===== config.mk =====
export PLATFORM = sky130hd
export DESIGN_NAME = gated_timer16
export DESIGN_NICKNAME = d
export VERILOG_FILES = /design/src/rtl/gtmr_pkg.sv /design/src/rtl/gtmr_edge_detect.sv /design/src/rtl/gtmr_prescaler.sv /design/src/rtl/gated_timer16.sv
export SDC_FILE = /design/constraint.sdc
export NUM_CORES = 1
export LEC_CHECK = 0
export BUFFER_PORTS_ARGS = -buffer_cell sky130_fd_sc_hd__buf_4
export CORE_MARGIN = 10
export CORE_UTILIZATION = 30
export CTS_CLUSTER_SIZE = 28
export DETAILED_ROUTE_END_ITERATION = 12
export GPL_TIMING_DRIVEN = 0
export HOLD_SLACK_MARGIN = 0.1
export PLACE_DENSITY = 0.49
export REMOVE_ABC_BUFFERS = 1
export SLEW_MARGIN = 0
export SYNTH_ARGS = -nofsm -noshare
export SYNTH_HDL_FRONTEND = slang
export SYNTH_SLANG_ARGS = --single-unit
export TNS_END_PERCENT = 5

===== constraint.sdc =====
create_clock -name clk -period 2.2 [get_ports clk]
set_input_delay 0.11 -clock clk [delete_from_list [all_inputs] [get_ports clk]]
set_output_delay 0.11 -clock clk [all_outputs]
set_load 0.05 [all_outputs]

===== src/rtl/gtmr_pkg.sv =====
package gtmr_pkg;

    localparam int DATA_W = 16;
    localparam int ADDR_W = 2;

    typedef enum logic [ADDR_W-1:0] {
        REG_CTRL   = 2'd0,
        REG_COUNT  = 2'd1,
        REG_PERIOD = 2'd2,
        REG_STATUS = 2'd3
    } reg_sel_e;

    // control word bit positions
    localparam int BIT_EN        = 15;
    localparam int BIT_IDLE_STOP = 13;
    localparam int BIT_GATE      = 6;
    localparam int BIT_PS_HI     = 5;
    localparam int BIT_PS_LO     = 4;
    localparam int BIT_SYNC      = 2;
    localparam int BIT_SRC       = 1;

    typedef struct packed {
        logic       en;
        logic       idle_stop;
        logic       gate_en;
        logic [1:0] ps;
        logic       sync_en;
        logic       src_ext;
    } ctrl_t;

endpackage


===== src/rtl/gtmr_edge_detect.sv =====
module gtmr_edge_detect #(
    parameter int SYNC_STAGES = 2
) (
    input  logic clk,
    input  logic rst_n,
    input  logic sig_i,
    input  logic sync_en_i,
    output logic rise_o
);

    localparam int SR_W = SYNC_STAGES + 1;

    typedef struct packed {
        logic [SR_W-1:0] stg;
    } edge_state_t;

    edge_state_t st_d, st_q;

    always_comb begin
        st_d     = st_q;
        st_d.stg = {st_q.stg[SR_W-2:0], sig_i};
        if (sync_en_i) begin
            rise_o = st_q.stg[SYNC_STAGES-1] & ~st_q.stg[SYNC_STAGES];
        end else begin
            rise_o = st_q.stg[0] & ~st_q.stg[1];
        end
    end

    always_ff @(posedge clk or negedge rst_n) begin
        if (!rst_n) begin
            st_q <= '0;
        end else begin
            st_q <= st_d;
        end
    end

endmodule


===== src/rtl/gtmr_prescaler.sv =====
module gtmr_prescaler #(
    parameter int DIV_W = 8
) (
    input  logic       clk,
    input  logic       rst_n,
    input  logic       clear_i,
    input  logic       tick_i,
    input  logic [1:0] sel_i,
    output logic       tick_o
);

    typedef struct packed {
        logic [DIV_W-1:0] cnt;
    } ps_state_t;

    ps_state_t        st_d, st_q;
    logic [DIV_W-1:0] term;

    always_comb begin
        case (sel_i)
            2'd0:    term = '0;
            2'd1:    term = DIV_W'(7);
            2'd2:    term = DIV_W'(63);
            default: term = DIV_W'(255);
        endcase
    end

    always_comb begin
        st_d   = st_q;
        tick_o = 1'b0;
        if (clear_i) begin
            st_d.cnt = '0;
        end else if (tick_i) begin
            if (st_q.cnt == term) begin
                st_d.cnt = '0;
                tick_o   = 1'b1;
            end else begin
                st_d.cnt = st_q.cnt + DIV_W'(1);
            end
        end
    end

    always_ff @(posedge clk or negedge rst_n) begin
        if (!rst_n) begin
            st_q <= '0;
        end else begin
            st_q <= st_d;
        end
    end

endmodule


===== src/rtl/gated_timer16.sv =====
module gated_timer16
    import gtmr_pkg::*;
#(
    parameter int SYNC_STAGES = 2,
    parameter int DIV_W       = 8
) (
    input  logic              clk,
    input  logic              rst_n,
    input  logic              bus_wr_i,
    input  logic [ADDR_W-1:0] bus_addr_i,
    input  logic [DATA_W-1:0] bus_wdata_i,
    output logic [DATA_W-1:0] bus_rdata_o,
    input  logic              ext_clk_i,
    input  logic              gate_i,
    input  logic              idle_i,
    output logic              irq_pulse_o,
    output logic              irq_flag_o
);

    typedef struct packed {
        ctrl_t             ctrl;
        logic [DATA_W-1:0] count;
        logic [DATA_W-1:0] period;
        logic              flag;
        logic              pulse;
        logic              gate_d;
    } tmr_state_t;

    tmr_state_t st_d, st_q;

    logic wr_ctrl, wr_count, wr_period, wr_status;
    logic run, gated, base_tick, ps_clear, cnt_tick, ext_rise;
    logic match, gate_fall, set_flag;

    gtmr_edge_detect #(
        .SYNC_STAGES (SYNC_STAGES)
    ) u_edge (
        .clk       (clk),
        .rst_n     (rst_n),
        .sig_i     (ext_clk_i),
        .sync_en_i (st_q.ctrl.sync_en),
        .rise_o    (ext_rise)
    );

    gtmr_prescaler #(
        .DIV_W (DIV_W)
    ) u_presc (
        .clk     (clk),
        .rst_n   (rst_n),
        .clear_i (ps_clear),
        .tick_i  (base_tick),
        .sel_i   (st_q.ctrl.ps),
        .tick_o  (cnt_tick)
    );

    // decode and tick sources
    always_comb begin
        wr_ctrl   = bus_wr_i && (reg_sel_e'(bus_addr_i) == REG_CTRL);
        wr_count  = bus_wr_i && (reg_sel_e'(bus_addr_i) == REG_COUNT);
        wr_period = bus_wr_i && (reg_sel_e'(bus_addr_i) == REG_PERIOD);
        wr_status = bus_wr_i && (reg_sel_e'(bus_addr_i) == REG_STATUS);

        run   = st_q.ctrl.en && !(st_q.ctrl.idle_stop && idle_i);
        gated = st_q.ctrl.gate_en && !st_q.ctrl.src_ext;

        if (st_q.ctrl.src_ext) begin
            base_tick = run && ext_rise;
        end else if (gated) begin
            base_tick = run && gate_i;
        end else begin
            base_tick = run;
        end
        ps_clear = wr_ctrl || !st_q.ctrl.en;
    end

    // next state
    always_comb begin
        st_d        = st_q;
        st_d.gate_d = gate_i;

        match     = cnt_tick && !wr_count && (st_q.period != '0)
                    && (st_q.count == st_q.period);
        gate_fall = gated && run && st_q.gate_d && !gate_i;
        set_flag  = (match && !gated) || gate_fall;

        if (wr_ctrl) begin
            st_d.ctrl.en        = bus_wdata_i[BIT_EN];
            st_d.ctrl.idle_stop = bus_wdata_i[BIT_IDLE_STOP];
            st_d.ctrl.gate_en   = bus_wdata_i[BIT_GATE];
            st_d.ctrl.ps        = bus_wdata_i[BIT_PS_HI:BIT_PS_LO];
            st_d.ctrl.sync_en   = bus_wdata_i[BIT_SYNC];
            st_d.ctrl.src_ext   = bus_wdata_i[BIT_SRC];
        end

        if (wr_period) begin
            st_d.period = bus_wdata_i;
        end

        if (wr_count) begin
            st_d.count = bus_wdata_i;
        end else if (cnt_tick) begin
            st_d.count = match ? '0 : st_q.count + DATA_W'(1);
        end

        if (wr_status && !bus_wdata_i[0]) begin
            st_d.flag = 1'b0;
        end
        if (set_flag) begin
            st_d.flag = 1'b1;
        end
        st_d.pulse = set_flag;
    end

    // read mux
    always_comb begin
        bus_rdata_o = '0;
        case (reg_sel_e'(bus_addr_i))
            REG_CTRL: begin
                bus_rdata_o[BIT_EN]              = st_q.ctrl.en;
                bus_rdata_o[BIT_IDLE_STOP]       = st_q.ctrl.idle_stop;
                bus_rdata_o[BIT_GATE]            = st_q.ctrl.gate_en;
                bus_rdata_o[BIT_PS_HI:BIT_PS_LO] = st_q.ctrl.ps;
                bus_rdata_o[BIT_SYNC]            = st_q.ctrl.sync_en;
                bus_rdata_o[BIT_SRC]             = st_q.ctrl.src_ext;
            end
            REG_COUNT:  bus_rdata_o = st_q.count;
            REG_PERIOD: bus_rdata_o = st_q.period;
            default:    bus_rdata_o[0] = st_q.flag;
        endcase
    end

    assign irq_pulse_o = st_q.pulse;
    assign irq_flag_o  = st_q.flag;

    always_ff @(posedge clk or negedge rst_n) begin
        if (!rst_n) begin
            st_q <= '0;
        end else begin
            st_q <= st_d;
        end
    end

endmodule


=== Yosys cells after proc, flatten, opt, wreduce, memory -nomap -nowiden ===
Cells that the tools add are included.

* Add/sub/neg operators: 2
* Eq/ne operators: 7
* Mux-type cells: 23
* Bitwise logic cells: 4
* Reductions and logical operators: 32

{| class="wikitable"
|+ Operators by type and width
! operator !! number
|-
| 2-to-1 mux 16 bit || 3
|-
| 2-to-1 mux 8 bit || 3
|-
| case mux 8 bit (3 select lines) || 1
|-
| logical AND 1 bit || 17
|-
| adder 16 x 1 -> 16 bit, second input constant || 1
|-
| == test 16 bit || 1
|-
| nonzero test 16 bit || 1
|-
| case mux 6 bit (2 select lines) || 1
|-
| case mux 1 bit (3 select lines) || 3
|-
| case mux 3 bit (3 select lines) || 1
|-
| adder 8 x 1 -> 8 bit, second input constant || 1
|-
| == test 8 bit || 1
|-
| 2-to-1 mux 1 bit || 8
|-
| zero test 1 bit || 7
|-
| == test 2 bit, second input constant || 3
|-
| case mux 2 bit (3 select lines) || 1
|-
| nonzero test 2 bit || 3
|-
| == test 2 x 1 -> 1 bit, second input constant || 2
|-
| zero test 2 bit || 2
|-
| case mux 1 bit (2 select lines) || 2
|-
| bitwise AND 1 bit || 2
|-
| logical OR 1 bit || 2
|-
| inverter 1 bit || 2
|}

* Flip-flop bits (word level): 53
* Bits of input ports: 24
* Output and inout bits: 18
* Logic and storage cells: 81

=== Logic depth before layout (Yosys ltp) ===
* Depth after elaboration: 14
* Depth in mapped cells: 10
* Depth with buffers taken out: 8

=== Cells and area by module ===
From an unflattened synthesis, not the netlist that was laid out.

* Cells, all modules: 330
* Area, all modules: 3255.6 µm²

{| class="wikitable"
|+ Modules (own cells, without submodules)
! module !! times used !! cells an instance !! area each (µm²) !! sequential area each (µm²)
|-
| gated_timer16 || 1 || 268 || 2626.3 || 1051.0
|-
| gtmr_prescaler || 1 || 56 || 538.0 || 200.2
|-
| gtmr_edge_detect || 1 || 6 || 91.3 || 75.1
|}

=== Worst setup path after synthesis ===
No wires, ideal clock.

* Kind: flip-flop to flip-flop
* Start point: register st_q[38] (netlist bit)
* End point: register st_q[19] (netlist bit)
* Library setup time: 77 ps
* Arrival time: 2225 ps
* Data required time: 2123 ps
* Slack: -102 ps
* Stages on the path, launching flop included: 7
* Path buffers: 0
* Period minus slack after synthesis: 2302 ps
* Path through: dfrtp_1 -> or4_1 -> o22a_2 -> a221o_1 -> a2111oi_4 -> mux2i_1 -> o21ai_1

* Longest elaborated chain between the ends: 12
* Elaborated cells on any way between the ends: 15
* Classes of those cells: eq/ne: 3; mux: 7; reduce/logical: 5

{| class="wikitable"
|+ RTL lines
! item !! line !! source
|-
| from (decl) || gated_timer16.sv:29 || <nowiki>tmr_state_t st_d, st_q;</nowiki>
|-
| from (signal assigned) || gated_timer16.sv:139 || <nowiki>st_q <= st_d;</nowiki>
|-
| == test 2 bit (tied with other cells) || gtmr_prescaler.sv:20 || <nowiki>case (sel_i)</nowiki>
|-
| case mux 8 bit (3 select lines) * || gtmr_prescaler.sv:20 ||
|-
| == test 8 bit * || gtmr_prescaler.sv:34 || <nowiki>if (st_q.cnt == term) begin</nowiki>
|-
| 2-to-1 mux 1 bit * || gtmr_prescaler.sv:34 ||
|-
| 2-to-1 mux 1 bit * || gtmr_prescaler.sv:33 || <nowiki>end else if (tick_i) begin</nowiki>
|-
| 2-to-1 mux 1 bit * || gtmr_prescaler.sv:31 || <nowiki>if (clear_i) begin</nowiki>
|-
| logical AND 1 bit (2 in series) || gated_timer16.sv:81 || <nowiki>match = cnt_tick && !wr_count && (st_q.period != '0)</nowiki>
|-
| logical AND 1 bit || gated_timer16.sv:82 || <nowiki>&& (st_q.count == st_q.period);</nowiki>
|-
| 2-to-1 mux 16 bit || gated_timer16.sv:102 || <nowiki>st_d.count = match ? '0 : st_q.count + DATA_W'(1);</nowiki>
|-
| 2-to-1 mux 16 bit || gated_timer16.sv:101 || <nowiki>end else if (cnt_tick) begin</nowiki>
|-
| 2-to-1 mux 16 bit || gated_timer16.sv:99 || <nowiki>if (wr_count) begin</nowiki>
|}

Mark *: on every way between the ends. The rest lies on a longest branch, timed or not. The select of a mux whose other input is x is not followed.
A chain may end at the register's enable or synchronous reset.

=== Final worst setup path ===
* Start point: register st_q[38] (netlist bit)
* End point: register st_q[20] (netlist bit)

The elaborated chain is that of the path after synthesis.

==> impl_metrics.tcl <==
set metrics [dict create \
    setup_ws_ns -0.113 \
    synthArstFlopShare_pct 100 \
    worstMarginPinSlew_ns 1.08 \
    clkPwrFrac_pct 22.8 \
    core_area_um2 10300 \
    grt_pass1_wl_mm 16.3 \
    setup_viol 15 \
    period_share_pct 105 \
    most-common-layout-cells "buf_4 (53), dfrtp_1 (51), nand2_1 (34)" \
    yosys.cell_types.count 54 \
    dp_cells 490 \
    timing.final.hold_violations 0 \
    routed_wl_mm 10.0 \
    drcViolationCount 0 \
    hpwl_mm 6.99 \
    switching_share_pct 36.3 \
    num_antenna_cells 0 \
    fin_crit_ns 2.31 \
    die_area_um2 15200 \
    fin_nets 425 \
    violations "negative setup slack" \
    netlist_area_um2 3190 \
    p_sw_mw 1.01 \
    vias_per_cell 5.45 \
    hold_path_class "input pin to flop" \
    reg2reg_depth 7 \
    internal-power_mw 1.78 \
    worstHoldEndpoint "irq_pulse_o" \
    rr_endpoint "st_q[20]" \
    arrival_ns 2.56 \
    drtAntennaViolNets 0 \
    relSlewSlack_pct 28.0 \
    nFillCells 1032 \
    pwr-share-seq_pct 47.2 \
    drive_gt1_share_pct 28.3 \
    avgSynthCellArea_um2 9.61 \
    portBuffers 41 \
    register_area_um2 1330 \
    multi_input_area_um2 1830 \
    clk_pin_slew_ns 0.10 \
    core.rowCount 37 \
    r2r_start "st_q[38]" \
    clock_sinks 53 \
    clock_latency_ns 0.31 \
    fmax_ghz 0.432 \
    area_delta_synth_final_pct 27.9 \
    critPathRequiredTime_ns 2.45 \
    post_drt_wl_per_cell_um 18.8 \
    fp.dieH_um 123 \
    maxCapViolCount 0 \
    crit_type "flop to flop" \
    rsz0062_at_grt "yes" \
    fin_util_pct 39.5 \
    grt_max_degree 54 \
    grt_pass1_vias 2999 \
    start_util_pct 30.9 \
    crit_path_end_kind "flop" \
    p_comb_share_pct 30.0 \
    gp_congestion 0.809 \
    synth_edf_count 0 \
    final_cells 532 \
    layout_commonest_cell "buf_4" \
    numCtsBuffers 5 \
    cts_tree "yes" \
    dr.pass1.iters 5 \
    drt_iter0_markers 245 \
    grtUsageTotal_pct 13.5 \
    yosys_warnings 0 \
    ys_seq_elements 53 \
    io_pins 42 \
    vdd_drop_max_v 0.000328 \
    clock_path_buffers 2 \
    cts.htree.levels 2 \
    fin_skew_ns 0.00593 \
    min-delay-start "idle_i" \
    whs_path_depth 4 \
    die_w_um 123 \
    crit_fanout 4 \
    status "finished, violations left" \
    cts-root-buf "clkbuf_8" \
    rrSetupSlack_ns -0.11 \
    p_leak_nw 1.61 \
    drv_slew 0 \
    antenna_found_initial 0 \
    start_kind "flop" \
    seq_area_frac_synth_pct 41.6 \
    grt-ovfl-total 0 \
    syn_inst 332 \
    synth_ff_type "dfrtp_1" \
    power_density_nw_per_um2 684 \
    dr_total_vias 2897 \
]
==> routing by layer <==
metal	share of wire (%)	global-route usage, %
met5	0	0
met4	1.1	3.49
met3	4.3	2.46
met2	49	22.0
met1	46	18.0
==> sequential cells by signal, summed over array words and instances (netlist names) <==
name / flops
u_edge.st_q: 3
u_presc.st_q: 8
irq_pulse_o: 1
irq_flag_o: 1
st_q: 40
==> worst max path at each step <==
stage / endpoint / from / depth (start not counted) / slack (ns)
6_report: st_q[20] / st_q[38] / 7 / -0.11
5_1_grt: st_q[24] / st_q[38] / 7 / -0.21
4_1_cts: st_q[28] / st_q[38] / 7 / -0.16
3_5_place_dp: st_q[33] / st_q[36] / 6 / -0.83
3_3_place_gp: st_q[34] / st_q[36] / 6 / -0.76
2_1_floorplan: st_q[34] / st_q[38] / 6 / -0.14
==> cell usage after synthesis (4+ instances only) <==
library cell | number | area share [%]
a21oi_1 | 20 | 3.1
a222oi_1 | 7 | 2.2
xnor2_1 | 17 | 4.7
o311ai_0 | 5 | 1.4
nor2_1 | 24 | 2.8
nor2b_1 | 9 | 1.8
xor2_1 | 4 | 1.1
clkbuf_1 | 13 | 1.5
nand4_1 | 7 | 1.4
ha_1 | 6 | 2.4
a22oi_1 | 18 | 4.2
nor4_1 | 4 | 0.78
nand2_1 | 35 | 4.1
nor3_1 | 8 | 1.3
dfrtp_1 | 53 | 42
nand3_1 | 15 | 2.4
o21ai_0 | 11 | 1.7
o211ai_1 | 4 | 0.94
mux2_2 | 22 | 7.8
inv_1 | 6 | 0.71
==> layout make-up <==
cell class	instances	area share, %
clock buffers	7	2.36
clock inverters	1	0.123
inverters	6	0.552
multi-input cells	254	45.0
flip-flops and latches	53	32.6
well taps	136	4.17
repair buffers	75	15.2
==> logic make-up (layout without fill, tap and decap cells) <==
group | after synthesis | count (layout) | share of synthesized area, %
XOR/XNOR | 21 | 21 | 5.77
AND/OR/NAND/NOR | 122 | 122 | 19.1
adder cells (fa/ha/maj) | 6 | 6 | 2.35
flip-flops | 53 | 53 | 41.6
buffers and inverters | 25 | 89 | 3.65
AO/OA/AOI/OAI | 82 | 82 | 19.5
multiplexers | 23 | 23 | 8.08
==> power groups by stage <==
stage	Combinational [mW]	Sequential (mW)	Clock (mW)
after floorplan	0.504	1.28	0
after global placement	0.727	1.33	0
after detailed placement	0.736	1.33	0
after CTS	0.800	1.31	0.643
after global routing	0.910	1.34	0.697
final	0.838	1.32	0.636
==> worst max-delay path, cell delays in order, from the launching register on <==
cell       delay (ns)
dfrtp_2          0.45
or4_4            0.52
o22a_4           0.21
a221o_2          0.37
a2111oi_4        0.25
buf_4            0.21
a221oi_1         0.08
nor2_1           0.14
==> through the flow <==
stage,setup WS (ns),instance area (um^2),power (mW),hold WS [ns],TNS [ns]
final,-0.113,4080,2.79,0.165,-1.13
after detailed placement,-0.833,3570,2.07,0.212,-12.74
after global routing,-0.207,4080,2.95,0.183,-2.73
after floorplan,-0.137,3100,1.78,-0.186,-1.40
after global placement,-0.764,3570,2.06,0.202,-11.83
after CTS,-0.161,3970,2.76,0.170,-2.42
==> repair_timing <==
item	4_1_cts	5_1_grt
hold buffers	20	0
buffers inserted	8	6
setup endpoints to repair	23	23
cloned	0	0
pin swaps	4	8
hold endpoints to repair	94	0
gates resized for setup	22	16
Power figures use the tool's default switching activity.
